**src/rtl/rtm_pkg.sv**
```systemverilog
package rtm_pkg;
   localparam int RTM_CTRL_W = 32;
   localparam int RTM_RELOAD_MAX_W = 28;
   localparam int RTM_BIT_RUN = 28;
   localparam int RTM_BIT_IE = 29;
   localparam int RTM_BIT_RLD = 30;
   localparam int RTM_BIT_FLAG = 31;
   localparam int RTM_BIT_XSRC = 2;

   typedef enum logic [1:0] {
      RTM_A_CTRL = 2'd0,
      RTM_A_CMD  = 2'd1,
      RTM_A_CFG  = 2'd2,
      RTM_A_NONE = 2'd3
   } rtm_addr_e;
endpackage

```
**src/rtl/rtm_tick_sel.sv**
```systemverilog
module rtm_tick_sel #(
   parameter int CNT_W = 28,
   parameter int XTAL_STEP = 2
) (
   input  logic             use_xtal,
   input  logic             bus_tick,
   input  logic             xtal_tick,
   output logic             tick,
   output logic [CNT_W-1:0] step
);
   localparam logic [CNT_W-1:0] BUS_INC = CNT_W'(1);
   localparam logic [CNT_W-1:0] XTAL_INC = CNT_W'(XTAL_STEP);

   if (XTAL_STEP < 1 || XTAL_STEP > 15) begin : g_bad_step
      $error("rtm_tick_sel: XTAL_STEP out of range");
   end

   assign tick = use_xtal ? xtal_tick : bus_tick;

   if (XTAL_STEP == 1) begin : g_same_step
      assign step = BUS_INC;
   end else begin : g_dual_step
      assign step = use_xtal ? XTAL_INC : BUS_INC;
   end
endmodule

```
**src/rtl/rtm_counter.sv**
```systemverilog
module rtm_counter #(
   parameter int CNT_W = 28
) (
   input  logic             clk,
   input  logic             rst_n,
   input  logic             run,
   input  logic             tick,
   input  logic [CNT_W-1:0] step,
   input  logic             load,
   input  logic [CNT_W-1:0] load_val,
   input  logic             clr,
   output logic [CNT_W-1:0] cnt,
   output logic             flag
);
   logic active;
   logic at_wrap;

   assign active  = run && tick;
   assign at_wrap = active && (cnt <= step);

   always_ff @(posedge clk) begin
      if (!rst_n) begin
         cnt <= '0;
      end else if (load) begin
         cnt <= load_val;
      end else if (active) begin
         cnt <= at_wrap ? load_val : cnt - step;
      end
   end

   always_ff @(posedge clk) begin
      if (!rst_n) begin
         flag <= 1'b0;
      end else if (at_wrap && !load) begin
         flag <= 1'b1;
      end else if (clr) begin
         flag <= 1'b0;
      end
   end

   assert_step_R3: assert property (@(posedge clk) disable iff (!rst_n)
      (run && tick && !load && cnt > step) |=> (cnt == $past(cnt) - $past(step)));

   assert_wrap_R5: assert property (@(posedge clk) disable iff (!rst_n)
      (run && tick && !load && cnt <= step) |=> (flag && cnt == $past(load_val)));

   assert_sticky_R6: assert property (@(posedge clk) disable iff (!rst_n)
      (flag && !clr) |=> flag);

   assert_load_wins_R8: assert property (@(posedge clk) disable iff (!rst_n)
      (load && !flag && !clr) |=> (!flag && cnt == $past(load_val)));

   assert_freeze_R9: assert property (@(posedge clk) disable iff (!rst_n)
      (!run && !load) |=> $stable(cnt));
endmodule

```
**src/rtl/rtm_router.sv**
```systemverilog
module rtm_router #(
   parameter int N_CORES = 4,
   localparam int SEL_W = (N_CORES > 1) ? $clog2(N_CORES) : 1
) (
   input  logic               clk,
   input  logic               rst_n,
   input  logic               level,
   input  logic [SEL_W-1:0]   sel,
   output logic [N_CORES-1:0] irq_core
);
   for (genvar k = 0; k < N_CORES; k++) begin : g_core
      assign irq_core[k] = level && (sel == SEL_W'(k));
   end

   assert_one_core_R10: assert property (@(posedge clk) disable iff (!rst_n)
      $onehot0(irq_core));

   assert_quiet_R10: assert property (@(posedge clk) disable iff (!rst_n)
      !level |-> (irq_core == '0));
endmodule

```
**src/rtl/rtm_local_timer.sv**
```systemverilog
module rtm_local_timer #(
   parameter int CNT_W = 28,
   parameter int N_CORES = 4,
   parameter int XTAL_STEP = 2,
   localparam int SEL_W = (N_CORES > 1) ? $clog2(N_CORES) : 1
) (
   input  logic               clk,
   input  logic               rst_n,
   input  logic               bus_tick,
   input  logic               xtal_tick,
   input  logic               wr_en,
   input  logic [1:0]         wr_addr,
   input  logic [31:0]        wr_data,
   output logic [31:0]        ctrl_word,
   output logic [CNT_W-1:0]   count,
   output logic [N_CORES-1:0] irq_core
);
   import rtm_pkg::*;

   if (CNT_W < 2 || CNT_W > RTM_RELOAD_MAX_W) begin : g_bad_width
      $error("rtm_local_timer: CNT_W must be 2..28");
   end
   if (N_CORES < 2 || N_CORES > 4) begin : g_bad_cores
      $error("rtm_local_timer: N_CORES must be 2..4");
   end

   logic [CNT_W-1:0] reload_q;
   logic             run_q;
   logic             ie_q;
   logic [SEL_W-1:0] route_q;
   logic             xsrc_q;

   logic ctrl_wr, cmd_wr, cfg_wr;
   logic load, clr;
   logic [CNT_W-1:0] load_val;
   logic tick;
   logic [CNT_W-1:0] step;
   logic flag;

   assign ctrl_wr = wr_en && (rtm_addr_e'(wr_addr) == RTM_A_CTRL);
   assign cmd_wr  = wr_en && (rtm_addr_e'(wr_addr) == RTM_A_CMD);
   assign cfg_wr  = wr_en && (rtm_addr_e'(wr_addr) == RTM_A_CFG);

   assign load     = ctrl_wr || (cmd_wr && wr_data[RTM_BIT_RLD]);
   assign clr      = cmd_wr && wr_data[RTM_BIT_FLAG];
   assign load_val = ctrl_wr ? wr_data[CNT_W-1:0] : reload_q;

   always_ff @(posedge clk) begin
      if (!rst_n) begin
         reload_q <= '0;
         run_q    <= 1'b0;
         ie_q     <= 1'b0;
      end else if (ctrl_wr) begin
         reload_q <= wr_data[CNT_W-1:0];
         run_q    <= wr_data[RTM_BIT_RUN];
         ie_q     <= wr_data[RTM_BIT_IE];
      end
   end

   always_ff @(posedge clk) begin
      if (!rst_n) begin
         route_q <= '0;
         xsrc_q  <= 1'b0;
      end else if (cfg_wr) begin
         route_q <= wr_data[SEL_W-1:0];
         xsrc_q  <= wr_data[RTM_BIT_XSRC];
      end
   end

   rtm_tick_sel #(.CNT_W(CNT_W), .XTAL_STEP(XTAL_STEP)) i_tick_sel (
      .use_xtal (xsrc_q),
      .bus_tick (bus_tick),
      .xtal_tick(xtal_tick),
      .tick     (tick),
      .step     (step)
   );

   rtm_counter #(.CNT_W(CNT_W)) i_counter (
      .clk     (clk),
      .rst_n   (rst_n),
      .run     (run_q),
      .tick    (tick),
      .step    (step),
      .load    (load),
      .load_val(load_val),
      .clr     (clr),
      .cnt     (count),
      .flag    (flag)
   );

   rtm_router #(.N_CORES(N_CORES)) i_router (
      .clk     (clk),
      .rst_n   (rst_n),
      .level   (flag && ie_q),
      .sel     (route_q),
      .irq_core(irq_core)
   );

   always_comb begin
      ctrl_word = '0;
      ctrl_word[CNT_W-1:0]   = reload_q;
      ctrl_word[RTM_BIT_RUN] = run_q;
      ctrl_word[RTM_BIT_IE]  = ie_q;
      ctrl_word[RTM_BIT_FLAG] = flag;
   end

   logic unused_wdata;
   assign unused_wdata = ^wr_data;

   assert_ctrl_wr_R2: assert property (@(posedge clk) disable iff (!rst_n)
      ctrl_wr |=> (count == $past(wr_data[CNT_W-1:0]) && !ctrl_word[RTM_BIT_RLD]));

   assert_clear_R6: assert property (@(posedge clk) disable iff (!rst_n)
      (clr && !(run_q && tick && count <= step) ) |=> !ctrl_word[RTM_BIT_FLAG]);

   assert_collide_R7: assert property (@(posedge clk) disable iff (!rst_n)
      (clr && !load && run_q && tick && count <= step) |=> ctrl_word[RTM_BIT_FLAG]);
endmodule

```
**config.mk**
```make
export PLATFORM = sky130hd
export DESIGN_NAME = rtm_local_timer
export DESIGN_NICKNAME = d
export VERILOG_FILES = /design/src/rtl/rtm_pkg.sv /design/src/rtl/rtm_tick_sel.sv /design/src/rtl/rtm_counter.sv /design/src/rtl/rtm_router.sv /design/src/rtl/rtm_local_timer.sv
export SDC_FILE = /design/constraint.sdc
export NUM_CORES = 1
export LEC_CHECK = 0
export ABC_AREA = 1
export BUFFER_PORTS_ARGS = -buffer_cell sky130_fd_sc_hd__buf_2
export CAP_MARGIN = 30
export CORE_UTILIZATION = 57
export CTS_BUF_LIST = sky130_fd_sc_hd__clkbuf_8
export DETAILED_ROUTE_END_ITERATION = 16
export GPL_TIMING_DRIVEN = 0
export HOLD_SLACK_MARGIN = 0.1
export PLACE_DENSITY_LB_ADDON = 0.08
export SLEW_MARGIN = 5
export SYNTH_ARGS = -nofsm -noshare
export SYNTH_HDL_FRONTEND = slang
export SYNTH_SLANG_ARGS = --single-unit
```
**constraint.sdc**
```tcl
create_clock -name clk -period 3.35 [get_ports clk]
set_clock_uncertainty 0.05 [all_clocks]
set_input_delay 0.1675 -clock clk [delete_from_list [all_inputs] [get_ports clk]]
set_output_delay 0.1675 -clock clk [all_outputs]
set_load 0.01 [all_outputs]
```
After elaboration in Yosys (flattened, before gate mapping) --
Index checks and enable logic that the tools add are counted. W data, S select, Z words.
Word-level totals: register bits after elaboration 62, input port bits 39, output and inout bits 64, logic and storage cells 41
Cells by class: add/subtract/negate cells 1, order comparisons 1, equal/unequal tests 5, mux-type cells 8, reduce and logical (&&, ||, !) cells 19
Operators by type and width (number):
- $mux W28 | 4
- $le A28 B2 Y1 | 1
- $sub A28 B2 Y28 | 1
- $logic_and A1 B1 Y1 | 13
- $eq A2 B2 Y1 const B | 3
- $eq A2 B1 Y1 const B | 2
- $logic_not A2 Y1 | 2
- $reduce_bool A2 Y1 | 2
- $mux W1 | 3
- $mux W2 | 1
- $logic_not A1 Y1 | 1
- $logic_or A1 B1 Y1 | 1

Longest topological paths before layout --
Gate-level depths: netlist of the first run.
depth in word-level cells 7, mapped depth 15

Hierarchy --
A second synthesis of the first run with hierarchy kept.
Unflattened totals: cells, all modules 1045, area, all modules 5733.0 µm²
Modules (own cells, without submodules):
- rtm_counter | instances 1, cells an instance 720, area each 3799.9 µm²
- rtm_local_timer | instances 1, cells an instance 285, area each 1676.6 µm²
- rtm_tick_sel | instances 1, cells an instance 32, area each 226.5 µm²
- rtm_router | instances 1, cells an instance 8, area each 30.0 µm²

Worst setup path before layout of the first run --
No wires, ideal clock.
path kind register -> register, start register xsrc_q, end register i_counter.cnt[12], arrival 1.890 ns, data required time 3.168 ns, setup slack 1.278 ns, cell stages (with the launch flop) 14, period minus slack after synthesis 2.072 ns, cells stage by stage dfxtp_1 inv_1 ha_1 inv_1 fa_1 inv_1 nand2_4 nand2_2 nand3_4 o21bai_4 buf_4 nand2_1 nand3_1 a21oi_1
Between the ends: word-level cells in the longest chain between the ends 6
RTL lines:
- start: declaration | line rtm_local_timer.sv:31 | logic xsrc_q;
- start signal: assignment | line rtm_local_timer.sv:66 | xsrc_q <= wr_data[RTM_BIT_XSRC];
- $mux W2 or $mux W1 (tied branches) | line rtm_tick_sel.sv:23, rtm_tick_sel.sv:18
- $le A28 B2 Y1 or $logic_and A1 B1 Y1 (tied branches) | line rtm_counter.sv:19, rtm_counter.sv:18
- $logic_and A1 B1 Y1 | line rtm_counter.sv:19 | assign at_wrap = active && (cnt <= step);
- $mux W28 | line rtm_counter.sv:27 | cnt <= at_wrap ? load_val : cnt - step;
- $mux W28 | line rtm_counter.sv:26 | end else if (active) begin
- $mux W28 | line rtm_counter.sv:24 | end else if (load) begin
- end signal: assignment | line rtm_counter.sv:25 | cnt <= load_val;
- end signal: assignment | line rtm_counter.sv:27
- end: declaration | line rtm_counter.sv:12 | output logic [CNT_W-1:0] cnt,
Parallel ways exist; a longest one is shown, timed or not. The select of a mux whose other input is x is not followed. A chain may end at the register's enable or synchronous reset.

Final worst setup path of the first run --
start register xsrc_q, end register i_counter.cnt[23]
The elaborated chain is that of the path after synthesis.

==> metrics, run 1 <==
outcome completed; H-tree Lvls 3; initial antenna violation count 0; die area 6462 um2; Routed WL 9.804 mm; placed inst area 4101 um2; sequential element share of the synthesized area 0.3544; Highest Clock Rate 425.0 MHz; Mapped Cells 493; All-Layer GR Usage 0.3185; Ports 103; minimum clock period 2.353 ns; Leakage 2.417 nW; vias 3,630; synth unique cells 34; clock sink total 62; worst vdd ir 0.0003521 V; Diodes inserted 0; slew margin rel. 0.6205; I/O Buffers 101; synth top area cells dfxtp_1 35%, nand2_1 13%, nor2_1 7.2%; Crit. End Element flop; routed length per instance 13.81 um; commonest cells in the netlist 123 x nand2_1, 67 x nor2_1, 62 x dfxtp_1; Worst Max-Slew Pin Slew 0.5693 ns; multiplexer area fraction after synthesis 0.07145; Synth Area per Inst 7.104 um2; drt initial violations 187; Slew Viols, Final 0; hold crit path type in -> reg; fin nets 675; Clock transition at path regs 0.07 ns; Syn Nets 535; ys flop type dfxtp_1; Synth top area share 0.3544; Seq cells post-synth 62; DRC errors left 0; TritonCTS clock tree yes; Startpoint Class flop; Final period util 0.7024; Post-synth EDFFs 0; Final setup viols 0; Pwr Total 0.002128 W; Std-Cell Rows 28; final design utilization 0.7673; pin count of the biggest net entering global routing 11; RSZ-0062 raised after global routing no; global-route wire length before repair 15.73 mm; final hold viol count 0; Yosys warnings 0; Compound-Gate Fraction of Synth Area 0.09611; CTS Buffer Depth 2; CTS Hold Bufs 28; share of layout cells above drive strength 1 0.2661; postcts setup bufs 0; Die Ht 80.39 um; Synth Cell Area 3502 um2; Post-Synth XOR/XNOR Area 0.03751; GR Overflow Total 0; clk_lat worst skew 0.34 ns; Req. time, crit path 3.51 ns; width of the die 80.39 um; largest family of logic cells by synthesized area simple AND/OR/NAND/NOR gates; Final Instance Area 4543 um2; Initial Utilization 0.5915; post_cts resized 0; simple-gate share of the synthesized area 0.3412; total CTS buffers 9; post-DP HPWL 7.092 mm; vias in the first global route 3,403; cell taking the most area after synthesis dfxtp_1; Placeable Area 5921 um2; Detailed Routing Iterations Pass 1 4; CP arrival 2.51 ns; most frequent cell after synthesis nand2_1; Syn-to-layout area delta 29.72%; Post-DRT Antenna Nets 0; critical path class reg -> reg; CTS root buffer clkbuf_8; Final GP Congestion 0.9066; Crit Path Max Fanout 10; setup_tns 0 ns; Post-synth ARST share 0; Cell Pwr Density 468.3 nW/um2; Adder-Cell Fraction of Synth Area 0.01286; average vias per placed instance 5.113; Max Cap Violations 0
==> cells by family after synthesis <==
family / after synthesis
multiplexers: 25
adder cells (fa/ha/maj): 3
other: 1
flip-flops: 62
AND/OR/NAND/NOR: 262
buffers and inverters: 63
AO/OA/AOI/OAI: 62
XOR/XNOR: 15
==> cell usage in the layout, fill, tap and decap left out, types with 2 or more instances in the layout <==
cell / count
nor3_1: 5
xnor2_1: 9
nand4_1: 5
mux2i_1: 25
inv_1: 36
buf_2: 106
o21ai_1: 5
nand3b_1: 2
nor2_1: 67
o21a_1: 2
clkbuf_1: 6
inv_2: 4
or2_2: 3
nor2_4: 8
a21oi_1: 33
o21ai_0: 18
nand3_1: 25
o21bai_1: 3
nand2_4: 2
nand2_1: 123
nand2_2: 7
ha_1: 2
dfxtp_1: 62
clkinv_2: 2
buf_6: 3
buf_4: 9
xor2_1: 6
dlygate4sd3_1: 28
nor2_2: 11
clkbuf_8: 11
==> state kept, by name (all words and copies together), names as in the netlist <==
signal	count
reload_q	28
run_q	1
route_q	2
i_counter.flag	1
i_counter.cnt	28
ie_q	1
xsrc_q	1
==> per-stage QoR <==
stage          hold WS (ns)  setup WS [ns]  instances
2_1_floorplan        0.2559          1.278        493
3_3_place_gp         0.3729          1.031        669
3_5_place_dp         0.3777          1.006        669
4_1_cts              0.1230          1.006        710
5_1_grt              0.1670         0.8344        710
6_report             0.1313         0.9970        710
==> power by group <==
group | internal, W | switching, W | leakage, nW
Sequential | 0.000782 | 0.0000537 | 0.505
Clock | 0.000294 | 0.000273 | 0.0869
Combinational | 0.000289 | 0.000437 | 1.83
==> routing by layer <==
layer  global-route usage  vias to the layer above  part of all wire
met5                    0                        -                 0
met1               0.3933                     1645              0.44
met2               0.5373                      114              0.48
li1                     -                     1856                 -
met3              0.06250                       15             0.061
met4               0.1304                        0             0.017
==> layout make-up <==
type / instances / area, um2
fillers: 467 / 1378
multi-input cells: 368 / 1962
clock buffers: 11 / 151.4
repair buffers: 129 / 785.8
inverters: 40 / 150.1
plain buffers: 23 / 148.9
flip-flops and latches: 62 / 1241
well taps: 75 / 93.84
clock inverters: 2 / 10.01
==> worst paths after layout <==
path                startpoint                end  slack (ns)  cells after the start
max reg2reg             xsrc_q  i_counter.cnt[23]         1.0                     13
min reg2reg  i_counter.cnt[12]  i_counter.cnt[12]        0.46                      2
max                     xsrc_q  i_counter.cnt[23]         1.0                     13
min                wr_data[26]       reload_q[26]        0.13                      4
==> critical path, stage by stage (launching register included) <==
cell	delay, ns
dfxtp_1	0.33
inv_1	0.15
ha_1	0.17
inv_1	0.06
fa_1	0.40
inv_1	0.13
nand2_4	0.09
nand2_2	0.09
nand3_4	0.10
o21bai_4	0.20
buf_4	0.22
nand2_1	0.10
nand3_1	0.09
a21oi_1	0.06
Note: power is estimated with default switching activity, not from simulation.
==> inputs of run 2 (changes only) <==
Settings changed: CORE_UTILIZATION 57 to 54.
Clock period 3.35 ns to 2.5 ns, I/O delays scaled along.
==> run 2 against run 1 <==
  * Clock-buffer cell count down 1
  * Via count up 2.5%
  * Wire length up 8.0%
  * Cell count up 0.28%
  * First-iteration DRC count down 8.0%
  * Worst setup slack worse by 0.82 ns
  * Clock power up 30%
  * Power up 34%
  * Maximum frequency up 1.5%
==> metrics, run 2 (synthesized netlist as in run 1, its figures left out) <==
RSZ-0062 raised after global routing no; average vias per placed instance 5.225; Clk pwr share 0.258; CTS Buffer Depth 2; met3 usage 0.04945; Final setup viols 0; die area 6811 um2; GR Overflow Total 0; Slew Viols, Final 0; Worst path max stage delay 0.40 ns; multi-input logic area 1967 um2; crit path from xsrc_q; Placeable Area 6096 um2; All-Layer GR Usage 0.3281; Crit Path Max Fanout 10; Detailed Routing Iterations Pass 1 5; Logic pwr share 0.349; clk_lat worst skew 0.34 ns; Final period util 0.9275; total CTS buffers 9; Worst Slack Setup Final 0.1812 ns; Final GP Congestion 0.9234; FF/Latch Area 1241 um2; Initial Utilization 0.5745; Routed WL 10.59 mm; post-DP HPWL 7.370 mm; most frequent cells in the layout 123 x nand2_1, 106 x buf_2, 67 x nor2_1; Diodes inserted 0; postcts setup bufs 0; final hold viol count 0; DRC errors left 0; register share of total power 0.392; worst vdd ir 0.0004085 V; Max stage delay cell, worst path fa_1; H-tree Lvls 3; routed length per instance 14.87 um; commonest non-fill, non-tap cell in the layout nand2_1; top flop regs i_counter.cnt: 28 flops, reload_q: 28 flops, route_q: 2 flops; CP arrival 2.47 ns; clock sink total 62; sw frac 0.3691; minimum clock period 2.319 ns; WHS 0.1155 ns; Cells after DPL 669; hold path depth 4; fin nets 676; Die Ht 82.53 um; Cell Pwr Density 626.6 nW/um2; worst-path cell chain inv_2 -> ha_1 -> inv_1 -> fa_1 -> inv_1 -> nand2_4 -> nand2_2 -> nand3_4 -> o21bai_4 -> buf_6 -> nand2_1 -> nand3_1 -> a21oi_1; initial antenna violation count 0; grt met2 use 0.5686; outcome completed; Leakage 2.428 nW; most used routing layer met2; Startpoint Class flop; Crit. End Element flop; Std-Cell Rows 28; Clock transition at path regs 0.07 ns; switching power 0.001054 W; hold crit path type in -> reg; internal power 0.001803 W; slew margin rel. 0.6033; width of the die 82.53 um; Reg2Reg Depth 13; fillers 499; Finished Layout Cells 712; drt initial violations 172; pin count of the biggest net entering global routing 11; met1 Use GR 0.4107; Syn-to-layout area delta 30.19%; setup_tns 0 ns; Highest Clock Rate 431.3 MHz; Req. time, crit path 2.65 ns; vias 3,720; worst slack at placement 0.1657 ns; share of layout cells above drive strength 1 0.2653; TritonCTS clock tree yes; Ports 103; vias in the first global route 3,474; global-route wire length before repair 16.44 mm; Reg-to-Reg Start xsrc_q; critical path class reg -> reg; CTS root buffer clkbuf_8; Worst Max-Slew Pin Slew 0.5950 ns; most used cell, CP inv_1; Post-DRT Antenna Nets 0; Max Cap Violations 0; I/O Buffers 101; Worst Min Path Start wr_data[26]
==> run 2: per-stage QoR <==
step,cell area (um2),power (W),util
2_1_floorplan,3502,0.001824,-
4_1_cts,4547,0.002839,0.7459
5_1_grt,4559,0.003022,0.7479
3_3_place_gp,4101,0.002063,0.6728
3_5_place_dp,4101,0.002079,0.6728
6_report,4559,0.002857,0.7479
==> run 2: area by class of cell <==
type | count | area share
well taps | 75 | 0.02058
flip-flops and latches | 62 | 0.2722
clock inverters | 4 | 0.003842
inverters | 40 | 0.03293
clock buffers | 10 | 0.03019
repair buffers | 130 | 0.1745
multi-input cells | 368 | 0.4314
plain buffers | 23 | 0.03430
==> run 2: power groups by stage <==
| stage | clock (W) | combinational, W | sequential [W] |
|---|---|---|---|
| after floorplan | 0 | 0.000671 | 0.00115 |
| after global placement | 0 | 0.000925 | 0.00114 |
| after detailed placement | 0 | 0.000939 | 0.00114 |
| after CTS | 0.000740 | 0.000980 | 0.00112 |
| after global routing | 0.000780 | 0.00111 | 0.00113 |
| final | 0.000738 | 0.000998 | 0.00112 |
==> run 2: timing repair <==
item	CTS	global route
hold endpoints to repair	33	0
resized for setup	0	4
endpoints found under the setup margin	0	12
hold buffers	29	0
==> run 2: worst max-delay path, delay by kind of cell (launching register included) <==
family | cells | cell delay, ns
buf+inv | 4 | 0.49
compound gates | 2 | 0.26
simple gates | 5 | 0.49
flops | 1 | 0.33
fa+ha+maj | 2 | 0.55
==> run 2: final timing paths <==
check	end	slack (ns)
min	reload_q[26]	0.12
max reg2reg	i_counter.cnt[14]	0.18
min reg2reg	route_q[1]	0.47
max	i_counter.cnt[14]	0.18
==> run 2: metal layers <==
layer | share of wire | routed length, um | up-vias
met2 | 0.49 | 5175 | 131
met3 | 0.058 | 619 | 10
met1 | 0.44 | 4706 | 1727
met5 | 0 | 0 | -
met4 | 0.0084 | 89 | 0
li1 | - | - | 1852
